File: src/rtl/cyc_timer.sv
module cyc_timer #(
  parameter int CNT_W     = 12,
  parameter int PULSE_CYC = 8
) (
  input  logic       clk,
  input  logic       rst_n,
  input  logic       wr_en,
  input  logic [2:0] wr_addr,
  input  logic [7:0] wr_data,
  input  logic [2:0] rd_addr,
  output logic [7:0] rd_data,
  input  logic       tick_4k,
  input  logic       tick_64,
  input  logic       tick_sec,
  input  logic       tick_min,
  output logic       tmr_flag,
  output logic       irq_n
);
  localparam int HI_W = CNT_W - 8;
  localparam int PW   = $clog2(PULSE_CYC + 1);

  logic [CNT_W-1:0] preset, cnt;
  logic [1:0]       src;
  logic             en, ie, flag;
  logic             irq_on, irq_lvl;
  logic [PW-1:0]    pulse;
  logic             sel_tick;

  always_comb begin
    case (src)
      2'd0:    sel_tick = tick_4k;
      2'd1:    sel_tick = tick_64;
      2'd2:    sel_tick = tick_sec;
      default: sel_tick = tick_min;
    endcase
  end

  wire wr_ctrl = wr_en && (wr_addr == 3'd2);
  wire wr_clr  = wr_en && (wr_addr == 3'd3) && !wr_data[0];
  wire start   = wr_ctrl && wr_data[0] && !en;
  wire step    = en && sel_tick && !start;
  wire evt     = step && (cnt == CNT_W'(1));

  always_ff @(posedge clk or negedge rst_n) begin
    if (!rst_n) begin
      preset <= '0;
      en     <= 1'b0;
      src    <= 2'd0;
      ie     <= 1'b0;
    end else if (wr_en) begin
      case (wr_addr)
        3'd0: preset[7:0]       <= wr_data;
        3'd1: preset[CNT_W-1:8] <= wr_data[HI_W-1:0];
        3'd2: begin
          en  <= wr_data[0];
          src <= wr_data[2:1];
          ie  <= wr_data[3];
        end
        default: ;
      endcase
    end
  end

  always_ff @(posedge clk or negedge rst_n) begin
    if (!rst_n)     cnt <= '0;
    else if (start) cnt <= preset;
    else if (step)  cnt <= evt ? preset : cnt - CNT_W'(1);
  end

  always_ff @(posedge clk or negedge rst_n) begin
    if (!rst_n)      flag <= 1'b0;
    else if (evt)    flag <= 1'b1;
    else if (wr_clr) flag <= 1'b0;
  end

  always_ff @(posedge clk or negedge rst_n) begin
    if (!rst_n) begin
      irq_on  <= 1'b0;
      irq_lvl <= 1'b0;
      pulse   <= '0;
    end else if (evt && ie) begin
      irq_on  <= 1'b1;
      irq_lvl <= src[1];
      pulse   <= PW'(PULSE_CYC - 1);
    end else if (irq_on) begin
      if (irq_lvl) begin
        if (wr_clr || (wr_ctrl && !wr_data[3])) irq_on <= 1'b0;
      end else if (pulse == '0) begin
        irq_on <= 1'b0;
      end else begin
        pulse <= pulse - PW'(1);
      end
    end
  end

  assign tmr_flag = flag;
  assign irq_n    = !irq_on;

  always_comb begin
    case (rd_addr)
      3'd0:    rd_data = preset[7:0];
      3'd1:    rd_data = {{(8-HI_W){1'b0}}, preset[CNT_W-1:8]};
      3'd2:    rd_data = {4'b0, ie, src, en};
      3'd3:    rd_data = {7'b0, flag};
      3'd4:    rd_data = cnt[7:0];
      3'd5:    rd_data = {{(8-HI_W){1'b0}}, cnt[CNT_W-1:8]};
      default: rd_data = 8'h00;
    endcase
  end
endmodule

File: config.mk
export PLATFORM = sky130hd
export DESIGN_NAME = cyc_timer
export DESIGN_NICKNAME = d
export VERILOG_FILES = /design/src/rtl/cyc_timer.sv
export SDC_FILE = /design/constraint.sdc
export NUM_CORES = 1
export LEC_CHECK = 0
export ABC_AREA = 1
export ABC_CLOCK_PERIOD_IN_PS = 2000
export BUFFER_PORTS_ARGS = -buffer_cell sky130_fd_sc_hd__buf_2
export CAP_MARGIN = 20
export CORE_ASPECT_RATIO = 0.7
export CORE_MARGIN = 4
export CORE_UTILIZATION = 45
export CTS_BUF_LIST = sky130_fd_sc_hd__clkbuf_2
export DETAILED_ROUTE_END_ITERATION = 10
export PLACE_DENSITY = 0.74
export SLEW_MARGIN = 20
export SYNTH_ARGS = -nofsm -noshare
export SYNTH_HDL_FRONTEND = slang
export SYNTH_SLANG_ARGS = --single-unit
File: constraint.sdc
create_clock -name clk -period 2 [get_ports clk]
set_clock_uncertainty 0.2 [all_clocks]
set_input_delay 0.2 -clock clk [delete_from_list [all_inputs] [get_ports clk]]
set_output_delay 0.2 -clock clk [all_outputs]
set_load 0.02 [all_outputs]
Yosys cells after proc, flatten, opt, wreduce, memory -nomap -nowiden --
Index checks and enable logic that the tools add are counted.
Operators by class: add/subtract/negate cells 2, equality and inequality tests 13, muxes and demuxes 16, reduce and logical (&&, ||, !) cells 27
Operators with widths (count):
- case mux 8 bit (6 select lines) | 1
- two-way mux 12 bit | 3
- two-way mux 4 bit | 4
- == test 12 x 1 -> 1 bit (second input constant) | 1
- == test 3 x 2 -> 1 bit (second input constant) | 4
- subtractor 12 x 1 -> 12 bit (second input constant) | 1
- logical AND 1 bit | 10
- two-way mux 1 bit | 7
- == test 3 x 1 -> 1 bit (second input constant) | 2
- == test 3 bit (second input constant) | 2
- zero test 3 bit | 2
- AND reduction 2 bit | 3
- nonzero test 2 bit | 3
- zero test 1 bit | 5
- zero test 4 bit | 1
- subtractor 4 x 1 -> 4 bit (second input constant) | 1
- case mux 1 bit (3 select lines) | 1
- AND reduction 3 bit | 1
- == test 2 x 1 -> 1 bit (second input constant) | 1
- == test 2 bit (second input constant) | 1
- zero test 2 bit | 1
- != test 2 x 1 -> 1 bit (second input constant) | 1
- != test 2 bit (second input constant) | 1
- logical OR 1 bit | 1
Storage, ports and cells: flip-flop bits (word level) 35, bits of input ports 21, output and inout port bits 10

Longest topological paths before layout --
Gate-level depths: netlist (run 1).
depth after elaboration 10, depth in mapped cells 12, depth with buffers taken out 11

Worst setup path before layout (run 1) --
OpenSTA, ideal clock, no wires.
kind reg2reg, start point register cnt[0], end point register cnt[10], setup time 117 ps, arrival 1322 ps, required time 1683 ps, path slack 361 ps, stages on the path, launching flop included 12, path buffers 0, path through dfrtp_1 inv_1 ha_1 nand2_1 nor2_2 nand2_1 nand2_1 nand2_1 inv_1 nand2_1 nand3_1 nand2_1
On the way: longest elaborated chain between the ends 5, elaborated cells between the ends (all ways) 6
Ends and longest elaborated chain:
- from (decl) | line 22 | logic [CNT_W-1:0] preset, cnt;
- from (signal assigned) | line 66 | else if (start) cnt <= preset;
- from (signal assigned) | line 67 | else if (step) cnt <= evt ? preset : cnt - CNT_W'(1);
- branches (longest 2 deep; another with subtractor 12 x 1 -> 12 bit)
- two-way mux 12 bit * (2 in series) | line 67
- two-way mux 12 bit * | line 66
Mark *: on every way between the ends. The select of a mux whose other input is x is not followed. A chain may end at the register's enable or synchronous reset.

Final worst setup path (run 1) --
start point register cnt[2], end point register cnt[3]
Same word-level chain as after synthesis.

==> flow_summary.ini, run 1 <==
[run_status]
status = finished, final reports clean

[logic_synthesis]
yosys.area.top_type_share_pct = 38.0
synth_top_area_cell = dfrtp_1
synth_edf_count = 0
syn_area_per_cell_sq_um = 7.23
syn-num-nets = 343
async_flop_share_pct = 100
ys_top_cells_by_count = 86 x nand2_1, 49 x inv_1, 42 x nand3_1
yosysSeqAreaShare_pct = 38.0
synth.area.top_cells = dfrtp_1 38%, nand2_1 14%, nand3_1 9.1%
ys_types = 28
yosys.cell_count.top_type = nand2_1
synth-seq-cells = 35
synthCells = 319
netlist_area_sq_um = 2310
ys.flop_type = dfrtp_1
yosysWarnings = 0

[detailed_routing]
drt-initial-drc-count = 238
wirelength_um = 6150
wl_per_cell_um = 13.6
vias = 2342
ant_nets = 0
via_per_inst = 5.18
drcViolationCount = 0
drt-pass1-iter-count = 7

[global_routing]
grt_overflow = 0
grt_usage_pct = 20.1
grt_max_degree = 36
grt_pass1_vias = 2175
antenna_found_initial = 0
grt_pass1_wl_um = 9980

[die]
num_rows = 21
core_sq_um = 4860
ios = 31
die_y_um = 67.9
dieWidth_um = 93.6
start_util_pct = 47.4
die-area_sq_um = 6350

[sta]
hold_viol_final = 0
rsz0062_at_grt = true
worst_slew_margin_rel_pct = 69.7
fin_crit_ps = 1930
worstMarginPinSlew_ps = 454
whs_ps = 26.9
timing.fmax_ghz = 0.519
finalSetupViolCount = 0
finalSetupTns_ps = 0
report.final.slew_viol_count = 0
period_share_pct = 96.3

[setup_path]
critPathKind = register to register
critPathArrivalTime_ps = 2090
r2r_start = cnt[2]
setup.worst_path.start = cnt[2]
critPathRequiredTime_ps = 2160
startpoint_type = register
critPathCaptureType = register
crit_path_max_fanout = 7

[worst_hold_path]
min_path_type = primary input to register
hold_path_startpoint = wr_addr[0]

[power_and_ir_drop]
p_leak_nw = 1.55
ir_drop_mv = 0.856
power.density_nw_per_um2 = 1150

[placement]
place.port_buffers = 30
hpwl_um = 4210
place_congestion = 0.916
placed_cells = 415

[cells_and_area]
drive_gt1_share_pct = 27.9
nets = 406
synthToLayoutAreaGrowth_pct = 29.1
diodes = 0
instances_no_fill = 452

[clock_tree]
cts_num_sinks = 35
clock_path_buffers = 2
cts_tree = built
clk_latency_ps = 400
cts.clk_slew.worst_paths_ps = 210
clock-root-buffer = clkbuf_2
h-tree-depth = 2
numCtsBuffers = 5

[job]
cap_violations = 0
-- layout make-up --
cell class | instances | area (sq um)
repair buffers | 59 | 427
clock buffers | 5 | 25.0
flip-flops and latches | 35 | 882
fillers | 426 | 1880
well taps | 69 | 86.3
multi-input cells | 227 | 1280
clock inverters | 3 | 67.6
inverters | 54 | 205
-- report_power, final --
group / switching (W) / internal, W / leakage [nW] / total, W
clock: 0.000256 / 0.000336 / 0.0492 / 0.000592
sequential: 0.000222 / 0.000931 / 0.420 / 0.00115
combinational: 0.000982 / 0.000704 / 1.08 / 0.00169
-- cells in the final DEF, fill, tap and decap left out, drive strengths merged --
cell / count
xor2: 3
dfrtp: 35
nor3: 2
xnor2: 1
nand3b: 1
o221ai: 4
bufinv: 2
o211ai: 1
ha: 3
clkinvlp: 1
nand3: 45
dlygate4sd3: 13
o22ai: 7
a21oi: 7
nor2: 30
o21ai: 19
nand4: 5
inv: 54
nand2: 99
clkbuf: 5
buf: 46
-- stage by stage --
stage	power [W]	instance area, sq um	utilization, %	worst slack [ps]
6_report	0.00343	2980	61.3	73.9
4_1_cts	0.00311	2730	56.2	17.7
5_1_grt	0.00369	2980	61.3	-23.9
3_5_place_dp	0.00247	2500	51.4	169
2_1_floorplan	0.00213	2310	-	361
3_3_place_gp	0.00244	2500	51.4	230
-- worst paths after layout --
kind	endpoint	slack, ps	cells past startpoint
max in group asynchronous	cnt[9]	1100	3
max	cnt[3]	70	9
min	tmr_flag	30	6
max reg2reg	cnt[3]	70	9
min in group asynchronous	cnt[6]	130	3
min reg2reg	preset[10]	320	2
-- repair_timing --
action,4_1_cts,5_1_grt
resized for setup,0,33
hold endpoints to repair,52,0
hold buffers,13,0
cloned,0,2
pin swaps,0,5
setup endpoints to repair,1,11
setup buffers,1,13
-- layer usage --
layer / routed length, um / track usage [%]
met4: 98 / 5.05
met1: 2890 / 29.3
met3: 421 / 3.74
met2: 2730 / 30.9
met5: 0 / 0
-- worst max-delay path, stage by stage (launching register included) --
cell	delay [ps]
dfrtp_2	490
buf_4	150
nor2_4	170
nand4_2	120
nor2_4	230
nand2_8	110
buf_4	180
nand3_1	70
nand3_1	90
nand2_1	70
-- sequential cells by signal, indices dropped and copies added, names as in the netlist, 2 cells and up --
signal	flops
src	2
preset	12
pulse	4
cnt	12
-- kinds of logic after synthesis --
family / synth area share, %
adders and majority gates: 1.63
buffers and inverters: 11.4
DFF: 38.0
and+or+nand+nor: 38.1
AOI/OAI and AO/OA: 9.39
xor gates and xnor gates: 1.52
Note: power is estimated with default switching activity, not from simulation.
==> run 2, diff against run 1 <==
==> config.mk (replaced) <==
export PLATFORM = sky130hd
export DESIGN_NAME = cyc_timer
export DESIGN_NICKNAME = d
export VERILOG_FILES = /design/src/rtl/cyc_timer.sv
export SDC_FILE = /design/constraint.sdc
export NUM_CORES = 1
export LEC_CHECK = 0
export ABC_CLOCK_PERIOD_IN_PS = 2000
export CAP_MARGIN = 20
export CORE_ASPECT_RATIO = 0.7
export CORE_MARGIN = 4
export CORE_UTILIZATION = 45
export CTS_BUF_LIST = sky130_fd_sc_hd__clkbuf_2
export DETAILED_ROUTE_END_ITERATION = 10
export DONT_BUFFER_PORTS = 1
export PLACE_DENSITY = 0.69
export SLEW_MARGIN = 20
export SYNTH_ARGS = -nofsm -noshare
export SYNTH_HDL_FRONTEND = slang
export SYNTH_SLANG_ARGS = --single-unit
export TNS_END_PERCENT = 30
==> run 2 against run 1 <==
  * The flow now finishes with violations (negative setup slack)
  * Sequential share of layout area rose by 2.0 points
  * Worst hold slack improved by 6.8 ps
  * Final cell count fell by 28%
  * Synthesized area fell by 8.8%
  * Sequential power fell by 10%
  * Routed wire length fell by 6.2%
  * Maximum frequency fell by 10%
  * Largest power group unchanged
==> flow_summary.ini, run 2 <==
[die]
ios = 31
num_rows = 20
core_sq_um = 4430
die_y_um = 65.2
die-area_sq_um = 5850
dieWidth_um = 89.7
start_util_pct = 47.5

[power_and_ir_drop]
ir_drop_mv = 0.521
p_leak_nw = 1.26
power.density_nw_per_um2 = 930

[cells_and_area]
synthToLayoutAreaGrowth_pct = 31.8
top_regs = cnt x12, preset x12, pulse x4
fillCellCount = 368
final_util_pct = 62.5
final_common_cell = buf_4
diodes = 0
drive_gt1_share_pct = 37.2
instances_no_fill = 324
mostFrequentLayoutCells = 44 x buf_4, 34 x dfrtp_1, 18 x mux2_2, 17 x nand2_1, 15 x dlygate4sd3_1
nets = 292

[logic_synthesis]
synthCells = 207
netlist_area_sq_um = 2100
ys.flop_type = dfrtp_1
syn_area_per_cell_sq_um = 10.2
syn-num-nets = 231
yosys.area.top_type_share_pct = 41.7
yosysSeqAreaShare_pct = 41.7
ys_types = 51
async_flop_share_pct = 100
synth.area.top_cells = dfrtp_1 42%, mux2_2 10%, mux2i_1 6.7%
yosysWarnings = 0
synth_edf_count = 0
synth-seq-cells = 35
synth_top_area_cell = dfrtp_1
ys_top_cells_by_count = 35 x dfrtp_1, 19 x mux2_2, 18 x nand2_1
yosys.cell_count.top_type = dfrtp_1

[clock_tree]
cts_tree = built
cts_num_sinks = 35
clk_latency_ps = 390
numCtsBuffers = 5
cts.clk_slew.worst_paths_ps = 190
h-tree-depth = 2
clock-root-buffer = clkbuf_2
clock_path_buffers = 2

[sta]
report.final.slew_viol_count = 0
timing.fmax_ghz = 0.465
hold_viol_final = 0
period_share_pct = 108
rsz0062_at_grt = true
fin_ws_ps = -150
worstMarginPinSlew_ps = 487
finalSetupViolCount = 20
worst_slew_margin_rel_pct = 67.5
fin_crit_ps = 2150

[detailed_routing]
drcViolationCount = 0
drt-initial-drc-count = 87
wirelength_um = 5760
via_per_inst = 5.71
vias = 1851
drt-pass1-iter-count = 4
wl_per_cell_um = 17.8
ant_nets = 0

[setup_path]
reg2reg_depth = 9
critPathArrivalTime_ps = 2290
crit_buf_inv = 3
crit_path_max_fanout = 4
crit_path_max_incr_delay_ps = 460
startpoint_type = register
cp_slowest_cell = or4b_4
critPathTopFamily = simple AND/OR/NAND/NOR gates
r2r_start = cnt[0]
crit_path_frequent_cell = buf_6
r2r-end = cnt[6]
critPathRequiredTime_ps = 2140
cp_cell_sequence = buf_4, ha_2, or4b_4, nor3_4, buf_6, buf_6, nand2_4, a211oi_2, o22a_1
r2r_slack_ps = -150
critPathCaptureType = register
critPathKind = register to register

[global_routing]
grt_pass1_wl_um = 9120
grt_overflow = 0
grt_pass1_vias = 1782
met1_usage_pct = 30.8
grt.busiest_layer = met1
grtUsageMet2_pct = 30.6
grt_max_degree = 36
antenna_found_initial = 0
grt_usage_pct = 20.7
met3_usage_pct = 4.64

[run_status]
violations = negative setup slack
status = finished with violations

[placement]
placed_cells = 294
place_congestion = 0.918
hpwl_um = 4050
place.port_buffers = 0

[worst_hold_path]
min_path_type = primary input to asynchronous set/reset pin

[job]
cap_violations = 0
==> run 2: changes by cell type in the layout (fill, tap and decap cells not counted), moves of 14 or more <==
cell and change:
inv_1 -36, buf_4 +26, mux2_2 +18, nand2_1 -69, mux2i_1 +14, buf_2 -26
nand3_1 -36
==> run 2: cells by family after synthesis <==
group,Yosys count,synth area share [%]
fa+ha+maj,3,1.79
mux,34,17.9
compound gates,41,13.4
simple gates,73,20.2
xor+xnor,2,0.833
flops,35,41.7
buf+inv,19,4.23
==> run 2: per-layer routing <==
| metal | routed length, um | up-vias |
|---|---|---|
| met5 | 0 | - |
| met4 | 56 | 0 |
| met3 | 472 | 9 |
| met2 | 2510 | 75 |
| met1 | 2730 | 876 |
| li1 | - | 891 |
==> run 2: power breakdown <==
group	internal (W)	switching, W
clock network	0.0000892	0.000249
registers	0.000888	0.000138
logic	0.000645	0.000568
==> run 2: how the worst max path moves through the flow <==
stage / start / to / cells past startpoint
after floorplan: cnt[1] / cnt[3] / 8
after global placement: cnt[0] / cnt[10] / 7
after detailed placement: cnt[0] / cnt[10] / 7
after CTS: cnt[0] / cnt[11] / 7
after global routing: cnt[0] / cnt[6] / 9
final: cnt[0] / cnt[6] / 9
==> run 2: per-stage QoR <==
stage	hold WS, ps	instance area [sq um]	setup TNS (ps)	setup WS, ps	power (W)
6_report	33.7	2770	-1730	-150	0.00258
5_1_grt	12.3	2770	-3630	-248	0.00274
4_1_cts	7.64	2740	-2080	-169	0.00255
3_5_place_dp	-295	2430	-2430	-277	0.00206
3_3_place_gp	-294	2430	-1790	-219	0.00204
2_1_floorplan	-296	2100	-1200	-153	0.00161
==> run 2: final cells by class <==
| cell class | count | area [sq um] | area share [%] |
|---|---|---|---|
| Tap cell | 55 | 68.8 | 2.48 |
| Clock inverter | 2 | 12.5 | 0.452 |
| Multi-Input combinational cell | 154 | 1210 | 43.8 |
| Sequential cell | 35 | 877 | 31.7 |
| Clock buffer | 6 | 30.0 | 1.08 |
| Inverter | 9 | 33.8 | 1.22 |
| Timing Repair Buffer | 63 | 534 | 19.3 |
==> run 2: worst reg2reg max path: stages, from the launching register on <==
cell	delay, ps
dfrtp_1	390
buf_4	110
ha_2	140
or4b_4	460
nor3_4	160
buf_6	150
buf_6	100
nand2_4	40
a211oi_2	210
o22a_1	140
==> run 2: repair_timing <==
action	in CTS	in global routing
buffers inserted	4	1
cloned	1	0
endpoints found under the setup margin	20	22
hold endpoints to repair	54	1
resized for setup	20	2
pin swaps	11	3
hold buffers	14	2
==> run 3, diff against run 2 <==
--- a/config.mk
+++ b/config.mk
@@ -10,10 +10,8 @@
 export CORE_ASPECT_RATIO = 0.7
 export CORE_MARGIN = 4
 export CORE_UTILIZATION = 45
-export CTS_BUF_LIST = sky130_fd_sc_hd__clkbuf_2
 export DETAILED_ROUTE_END_ITERATION = 10
 export DONT_BUFFER_PORTS = 1
-export PLACE_DENSITY = 0.69
 export SLEW_MARGIN = 20
 export SYNTH_ARGS = -nofsm -noshare
 export SYNTH_HDL_FRONTEND = slang
==> run 3 against run 2 <==
  * The run still ends with negative setup slack left
  * Global-route usage grew 1.5 points
  * Via count grew 3.9%
  * Design area grew 4.9%
  * Count of clock-buffer cells in the layout grew 2
  * Combinational power grew 7%
  * Worst hold slack lost 1.7 ps
  * Critical path depth shrank 2
  * Routed wire length grew 7.1%
  * Flip-flop and latch count is the same
  * Die area is the same
  * Clock power grew 72%
  * Largest cell class unchanged
  * Largest power group unchanged
==> flow_summary.ini, run 3 (synthesized netlist as in run 2, its figures left out) <==
[detailed_routing]
drcViolationCount = 0
wirelength_um = 6180
wl_per_cell_um = 19.2
drt-pass1-iter-count = 4
drt-initial-drc-count = 100
ant_nets = 0
met3WireLength_um = 439
met1_length_um = 2850
vias = 1924
top_layer = met4
dr_wl_met2_um = 2810
via_per_inst = 5.98

[power_and_ir_drop]
p_int_w = 0.00188
p_leak_nw = 1.29
pwr-share-clk_pct = 19.9
pwr-share-comb_pct = 44.2
switching_share_pct = 35.6
power.density_nw_per_um2 = 1010
ir_drop_mv = 0.537
seq_power_share_pct = 36.0
p_sw_w = 0.00104

[sta]
fin_ws_ps = -164
worst_slew_margin_rel_pct = 49.3
timing.fmax_ghz = 0.462
rsz0062_at_grt = true
report.final.slew_viol_count = 0
whs_ps = 32.0
hold_viol_final = 0
worstMarginPinSlew_ps = 753
finalSetupViolCount = 16
fin_crit_ps = 2160
period_share_pct = 108

[setup_path]
critPathArrivalTime_ps = 2150
cp_cell_sequence = buf_6, or4_4, nor4_4, buf_4, nand3_2, mux2i_1, a2bb2oi_2
critPathKind = register to register
startpoint_type = register
crit_path_max_fanout = 5
critPathRequiredTime_ps = 1990
crit_path_max_incr_delay_ps = 520
critPathCaptureType = register
cp_slowest_cell = or4_4

[die]
dieWidth_um = 89.7
start_util_pct = 47.5
die_y_um = 65.2
ios = 31
die-area_sq_um = 5850
num_rows = 20
core_sq_um = 4430

[clock_tree]
cts_num_sinks = 35
numCtsBuffers = 5
clock_path_buffers = 2
cts_tree = built
cts.clk_slew.worst_paths_ps = 70
clock-root-buffer = clkbuf_8
h-tree-depth = 2
clk_latency_ps = 300

[run_status]
status = finished with violations
violations = negative setup slack

[placement]
hpwl_um = 4190
place_congestion = 0.931
place.port_buffers = 0
placed_cells = 296

[cells_and_area]
drive_gt1_share_pct = 42.7
top_regs = cnt x12, preset x12, pulse x4
final_common_cell = buf_4
instances_no_fill = 322
mostFrequentLayoutCells = 42 x buf_4, 34 x dfrtp_1, 18 x mux2_2, 16 x nand2_1, 12 x mux2i_1
synthToLayoutAreaGrowth_pct = 38.2
diodes = 0
nets = 290

[global_routing]
antenna_found_initial = 0
grt_pass1_wl_um = 9710
grt_overflow = 0
grt_usage_pct = 22.2
grt_pass1_vias = 1930
grt_max_degree = 36

[job]
cap_violations = 0

[worst_hold_path]
min_path_type = primary input to register
-- run 3: cell count changes in the layout (fill, tap and decap cells not counted), moves of 5 or more --
| cell | change |
|---|---|
| dlygate4sd3_1 | -5 |
| buf_6 | +5 |
| clkbuf_2 | -6 |
| clkbuf_8 | +7 |
-- run 3: area by class of cell --
type,count,area (sq um)
Fill cell,356,1520
Multi-Input combinational cell,154,1300
Sequential cell,35,877
Timing Repair Buffer,61,526
Clock buffer,8,100
Tap cell,55,68.8
Inverter,9,33.8
-- run 3: routing by layer --
| metal | track usage [%] | vias to the layer above |
|---|---|---|
| li1 | - | 887 |
| met1 | 31.2 | 953 |
| met2 | 33.1 | 71 |
| met3 | 6.89 | 13 |
| met4 | 5.58 | 0 |
| met5 | 0 | - |
-- run 3: metrics by stage --
step | setup WS, ps | utilization, % | cell area (sq um) | power (W) | TNS, ps
2_1_floorplan | -153 | - | 2100 | 0.00161 | -1200
5_1_grt | -235 | 65.6 | 2910 | 0.00309 | -3130
4_1_cts | -133 | 64.2 | 2840 | 0.00284 | -1150
3_3_place_gp | -207 | 55.2 | 2450 | 0.00207 | -1750
6_report | -164 | 65.6 | 2910 | 0.00293 | -1420
3_5_place_dp | -271 | 55.2 | 2450 | 0.00210 | -2790
-- run 3: worst max-delay path: cells and delay by family (launching register included) --
kind	cells	cell delay, ps
compound gates	1	70
buf+inv	2	310
flops	1	400
mux	1	190
simple gates	3	890
-- run 3: timing repair --
item / 4_1_cts / 5_1_grt
gates resized for setup: 37 / 10
gates cloned: 1 / 0
hold endpoints to repair: 53 / 0
setup endpoints to repair: 15 / 20
pin swaps: 14 / 8
setup buffers: 3 / 3
hold buffers: 11 / 0
-- run 3: worst paths after layout --
path | startpoint | endpoint | slack (ps) | cells past startpoint
max | cnt[2] | cnt[11] | -160 | 7
min | wr_addr[0] | irq_on | 30 | 4
max reg2reg | cnt[2] | cnt[11] | -160 | 7
min reg2reg | irq_on | irq_on | 310 | 2
max in group asynchronous | rst_n | cnt[0] | 1230 | 2
min in group asynchronous | rst_n | cnt[6] | 160 | 2
-- run 3: power by group through the flow --
| stage | combinational (W) | sequential (W) | clock [W] |
|---|---|---|---|
| after floorplan | 0.000557 | 0.00105 | 0 |
| after global placement | 0.00103 | 0.00104 | 0 |
| after detailed placement | 0.00106 | 0.00104 | 0 |
| after CTS | 0.00121 | 0.00105 | 0.000587 |
| after global routing | 0.00139 | 0.00107 | 0.000629 |
| final | 0.00129 | 0.00105 | 0.000582 |
